### src/rtl/usbclk_pkg.sv
package usbclk_pkg;
    localparam int SEL_W     = 2;
    localparam int MAX_RATIO = 4;
    localparam int CNT_W     = $clog2(MAX_RATIO);
    localparam int RAT_W     = CNT_W + 1;

    typedef struct packed {
        logic [CNT_W-1:0] cnt;
        logic [SEL_W-1:0] sel;
        logic             run;
        logic             out;
    } div_state_t;

    function automatic logic [RAT_W-1:0] sel_ratio(input logic [SEL_W-1:0] s);
        case (s)
            2'b01:   sel_ratio = RAT_W'(2);
            2'b10:   sel_ratio = RAT_W'(4);
            default: sel_ratio = RAT_W'(1);
        endcase
    endfunction
endpackage

### src/rtl/usbclk_enable.sv
module usbclk_enable (
    input  logic clk_i,
    input  logic rst_ni,
    input  logic set_i,
    input  logic clr_i,
    output logic en_o
);
    logic en_d, en_q;

    always_comb begin
        en_d = en_q;
        if (set_i) en_d = 1'b1;
        if (clr_i) en_d = 1'b0;
    end

    always_ff @(posedge clk_i or negedge rst_ni) begin
        if (!rst_ni) en_q <= 1'b0;
        else         en_q <= en_d;
    end

    assign en_o = en_q;
endmodule

### src/rtl/usbclk_divider.sv
module usbclk_divider
    import usbclk_pkg::*;
(
    input  logic             clk_i,
    input  logic             rst_ni,
    input  logic             en_i,
    input  logic             lock_i,
    input  logic [SEL_W-1:0] sel_i,
    output logic             out_o,
    output logic             run_o,
    output logic [SEL_W-1:0] sel_o,
    output logic [CNT_W-1:0] cnt_o
);
    div_state_t s_d, s_q;
    logic [RAT_W-1:0] n_cur, n_new;
    logic             wrap;

    always_comb begin
        s_d   = s_q;
        n_cur = sel_ratio(s_q.sel);
        wrap  = ({1'b0, s_q.cnt} == n_cur - RAT_W'(1));
        n_new = n_cur;
        if (wrap) begin
            s_d.cnt = '0;
            s_d.sel = sel_i;
            s_d.run = en_i & lock_i;
            n_new   = sel_ratio(sel_i);
            s_d.out = s_d.run & (n_new > RAT_W'(1));
        end else begin
            s_d.cnt = s_q.cnt + CNT_W'(1);
            s_d.out = s_q.run & ({1'b0, s_d.cnt} < (n_cur >> 1));
        end
    end

    always_ff @(posedge clk_i or negedge rst_ni) begin
        if (!rst_ni) s_q <= '0;
        else         s_q <= s_d;
    end

    assign out_o = s_q.out;
    assign run_o = s_q.run;
    assign sel_o = s_q.sel;
    assign cnt_o = s_q.cnt;
endmodule

### src/rtl/usb_clk_gen.sv
module usb_clk_gen
    import usbclk_pkg::*;
(
    input  logic             clk_i,
    input  logic             rst_ni,
    input  logic             pll_lock_i,
    input  logic [SEL_W-1:0] div_sel_i,
    input  logic             en_set_i,
    input  logic             en_clr_i,
    output logic             en_status_o,
    output logic             usb_clk_o
);
    logic             en_flag;
    logic             div_out;
    logic             div_run;
    logic [SEL_W-1:0] div_sel;
    logic [CNT_W-1:0] div_cnt;
    logic             pass_d, pass_q;

    usbclk_enable u_en (
        .clk_i (clk_i),
        .rst_ni(rst_ni),
        .set_i (en_set_i),
        .clr_i (en_clr_i),
        .en_o  (en_flag)
    );

    usbclk_divider u_div (
        .clk_i (clk_i),
        .rst_ni(rst_ni),
        .en_i  (en_flag),
        .lock_i(pll_lock_i),
        .sel_i (div_sel_i),
        .out_o (div_out),
        .run_o (div_run),
        .sel_o (div_sel),
        .cnt_o (div_cnt)
    );

    // Pass-through gate for /1, updated on the low phase so the high phase never gets cut
    always_comb pass_d = div_run & (sel_ratio(div_sel) == RAT_W'(1));

    always_ff @(negedge clk_i or negedge rst_ni) begin
        if (!rst_ni) pass_q <= 1'b0;
        else         pass_q <= pass_d;
    end

    assign en_status_o = en_flag;
    assign usb_clk_o   = div_out | (clk_i & pass_q);
endmodule

### config.mk
export PLATFORM = sky130hd
export DESIGN_NAME = usb_clk_gen
export DESIGN_NICKNAME = d
export VERILOG_FILES = /design/src/rtl/usbclk_pkg.sv /design/src/rtl/usbclk_enable.sv /design/src/rtl/usbclk_divider.sv /design/src/rtl/usb_clk_gen.sv
export SDC_FILE = /design/constraint.sdc
export NUM_CORES = 1
export LEC_CHECK = 0
export ABC_AREA = 1
export BUFFER_PORTS_ARGS = -buffer_cell sky130_fd_sc_hd__buf_2
export CAP_MARGIN = 10
export CORE_MARGIN = 3
export CORE_UTILIZATION = 30
export DETAILED_ROUTE_END_ITERATION = 8
export PLACE_DENSITY = 0.59
export SKIP_CTS_REPAIR_TIMING = 1
export SYNTH_ARGS = -nofsm -noshare
export SYNTH_HDL_FRONTEND = slang
export SYNTH_SLANG_ARGS = --single-unit
### constraint.sdc
create_clock -name clk_i -period 2.7 [get_ports clk_i]
set_input_delay 0.81 -clock clk_i [delete_from_list [all_inputs] [get_ports clk_i]]
set_output_delay 0.81 -clock clk_i [all_outputs]
set_load 0.02 [all_outputs]
==> summary.txt <==
Floorplan
  – Die area: 0.00206 mm²
  – Die Height: 45.4 µm
  – Die width: roughly 45 µm
  – Starting Density: about 34%
  – Row cnt: 13
  – Core Box Area: about 0.0014 mm²
  – Top Ports: 9

Layout
  – Final Cell Area: 579 µm²
  – Share of cells above drive strength 1: a little over a fifth
  – Layout net count: 93
  – ANT cells: 0
  – Fin util: a little over two fifths
  – Layout fillers: approximately 150
  – Synthesis-to-finish area growth: 24.5%

Detailed routing
  – Drt via density: approximately 4.2
  – Antenna Violating Nets Remaining: 0
  – DR WL/cell: 8.37 µm
  – Total number of vias: 412
  – Initial DRT Pass Iterations: 4
  – Number of remaining DRC errors: 0
  – 1st-iter DRT viols: 12
  – Final WL: between 800 and 900 µm

Yosys
  – Synthesized netlist cell count: 67
  – Library cells used by synthesis: 11
  – Register bit total from synthesis: 8
  – Register area share after synthesis: between 40% and 50%
  – Largest cells by area after synthesis: dfrtp_1 38%, nand2_1 27%, inv_1 8.9%, ha_1 8.1%, dfrtn_1 5.4%
  – Cell area after synthesis: around 470 µm²
  – Synth area leader: dfrtp_1
  – Mean Syn Cell Area: roughly 6.9 µm²
  – Yosys warns: 0
  – Post-synth top area share: roughly 38%
  – Net count after synthesis: 77

Run status
  – Status: finished with violations
  – Failing checks: setup timing

Setup path
  – CP Capture Point: usb_clk_o
  – Critical Path Max Stage Delay: 380 ps
  – Buf/Inv on CP: 1
  – Worst Path Arrival: between 2000 and 2500 ps
  – RR Endpoint: pass_q$_DFF_NN0_
  – Max stage delay cell, worst path: dfrtn_1
  – R2r setup slk: between 300 and 400 ps
  – Family with the most delay on the worst path: flip-flops
  – CP startpoint kind: register
  – Worst Path Max Fanout: 1
  – Critical path class: register to output pin
  – Crit path cell chain: a21o_1, buf_6
  – Critical Path RT: 1890 ps
  – CP startpoint: pass_q$_DFF_NN0_
  – CP Capture Type: output pin
  – RR Startpoint: u_div.sel_o[0]$_DFFE_PN0N_
  – Crit. path cell count: 2
  – Reg2Reg Depth: 4

Global route
  – Vias in the first global route: 334
  – Gr ovfl total: 0
  – Total GRT Usage: 9.64%
  – Largest net degree at the start of global routing: 9
  – First-pass GRT wire length: between 1 and 1.5 mm
  – Initial antenna violation count: 0

Place
  – DP HPWL: 640 µm
  – Placed cell area: around 520 µm²
  – IO Port Bufs: 8
  – RD Place Congestion: 0.745

STA
  – Hold slack: between 200 and 300 ps
  – Fin worst setup slack: -466 ps
  – Max_slew headroom: ~87%
  – Setup Skew: a little over 20 ps
  – Slew @ Worst Pin: ~190 ps
  – Endpoints failing setup: 1
  – Final hold vios: 0
  – Slew Limit Fails: 0
  – RSZ-0062 raised after global routing: true

Clock tree
  – Clock Latency Late Sink: between 300 and 400 ps
  – CTS tree: built
  – Clk slew on worst S/H paths: about 60 ps

Power and ir drop
  – Net switching power: between 0.3 and 0.4 mW
  – PD cells: ~1300 mW/mm²
  – Switching Share: a little over two fifths
  – Power Internal: approximately 0.43 mW
  – Static leakage: roughly 0.37 nW
  – Register share of total power: between 20% and 30%
  – Power share of the combinational group: a little under half
  – Clock Power Share: a little over a quarter
  – VDD IR max: about 0.45 mV

Flow run
  – Max-cap viol count: 0

Worst hold path
  – Hold crit path type: input port to async pin
per-layer routing:
metal | wire length [µm] | track usage [%] | vias to the layer above
met1 | 349 | 12.1 | 174
li1 | - | - | 224
met3 | 67 | 4.74 | 0
met4 | 0 | 7.02 | 0
met5 | 0 | 0 | -
met2 | 396 | 12.5 | 14
cell usage after synthesis, drive strengths merged:
cell type	count
ha	3
a21oi	1
inv	12
nand2	36
dfrtp	7
dfrtn	1
nor2	6
a21o	1
state kept, by name, indices dropped and copies added, names as in the netlist:
signal and count:
u_div.cnt_o 2, u_div.run_o 1, u_en.en_o 1, u_div.out_o 1, u_div.sel_o 2, pass_q 1
stage by stage:
step | setup WS, ps | power, mW | cells | TNS, ps
after floorplan | -22.1 | 0.514 | 67 | -22.1
after global placement | -58.9 | 0.587 | 90 | -58.9
after detailed placement | -69.1 | 0.599 | 90 | -69.1
after CTS | -473 | 0.760 | 97 | -473
after global routing | -490 | 0.854 | 97 | -490
final | -466 | 0.763 | 97 | -466
cells by family after synthesis:
| family | after synthesis | share of synthesized area (%) |
|---|---|---|
| buffers and inverters | 12 | 9.68 |
| AO/OA/AOI/OAI | 2 | 2.69 |
| flip-flops | 8 | 43.0 |
| adder cells (fa/ha/maj) | 3 | 8.07 |
| AND/OR/NAND/NOR | 42 | 36.6 |
cell type report:
| cell class | instances | area [µm²] | share of cell area, % |
|---|---|---|---|
| clock buffer | 8 | 60.1 | 10.4 |
| inverter | 12 | 45.0 | 7.78 |
| multi-input combinational | 47 | 220 | 38.0 |
| sequential | 8 | 200 | 34.6 |
| tap | 15 | 18.8 | 3.24 |
| timing repair buffer | 7 | 35.0 | 6.05 |
power groups by stage:
stage,Sequential (mW),Clock [mW],Combinational (mW)
after floorplan,0.203,0.0219,0.288
after global placement,0.208,0.0296,0.349
after detailed placement,0.210,0.0296,0.359
after CTS,0.208,0.192,0.359
after global routing,0.218,0.215,0.421
final,0.207,0.205,0.350
how the worst min path moves through the flow:
| stage | from | slack [ps] | to |
|---|---|---|---|
| 2_1_floorplan | u_div.run_o$_DFFE_PN0N_ | 470 | u_div.run_o$_DFFE_PN0N_ |
| 3_3_place_gp | u_div.run_o$_DFFE_PN0N_ | 490 | u_div.run_o$_DFFE_PN0N_ |
| 3_5_place_dp | u_div.run_o$_DFFE_PN0N_ | 500 | u_div.run_o$_DFFE_PN0N_ |
| 4_1_cts | rst_ni | 270 | u_en.en_o$_DFFE_PN0P_ |
| 5_1_grt | rst_ni | 270 | u_div.out_o$_DFF_PN0_ |
| 6_report | rst_ni | 270 | u_div.out_o$_DFF_PN0_ |
cells in the final DEF (no fill, tap or decap):
master / n
nor2_1: 5
dfrtn_1: 1
buf_2: 7
clkbuf_1: 1
ha_1: 3
a21o_1: 1
inv_2: 1
nand2_1: 34
dfrtp_1: 7
buf_6: 1
a21oi_1: 1
nor2_4: 1
nand2_2: 2
clkbuf_4: 6
inv_1: 11
(Power assumes the default switching activity.)
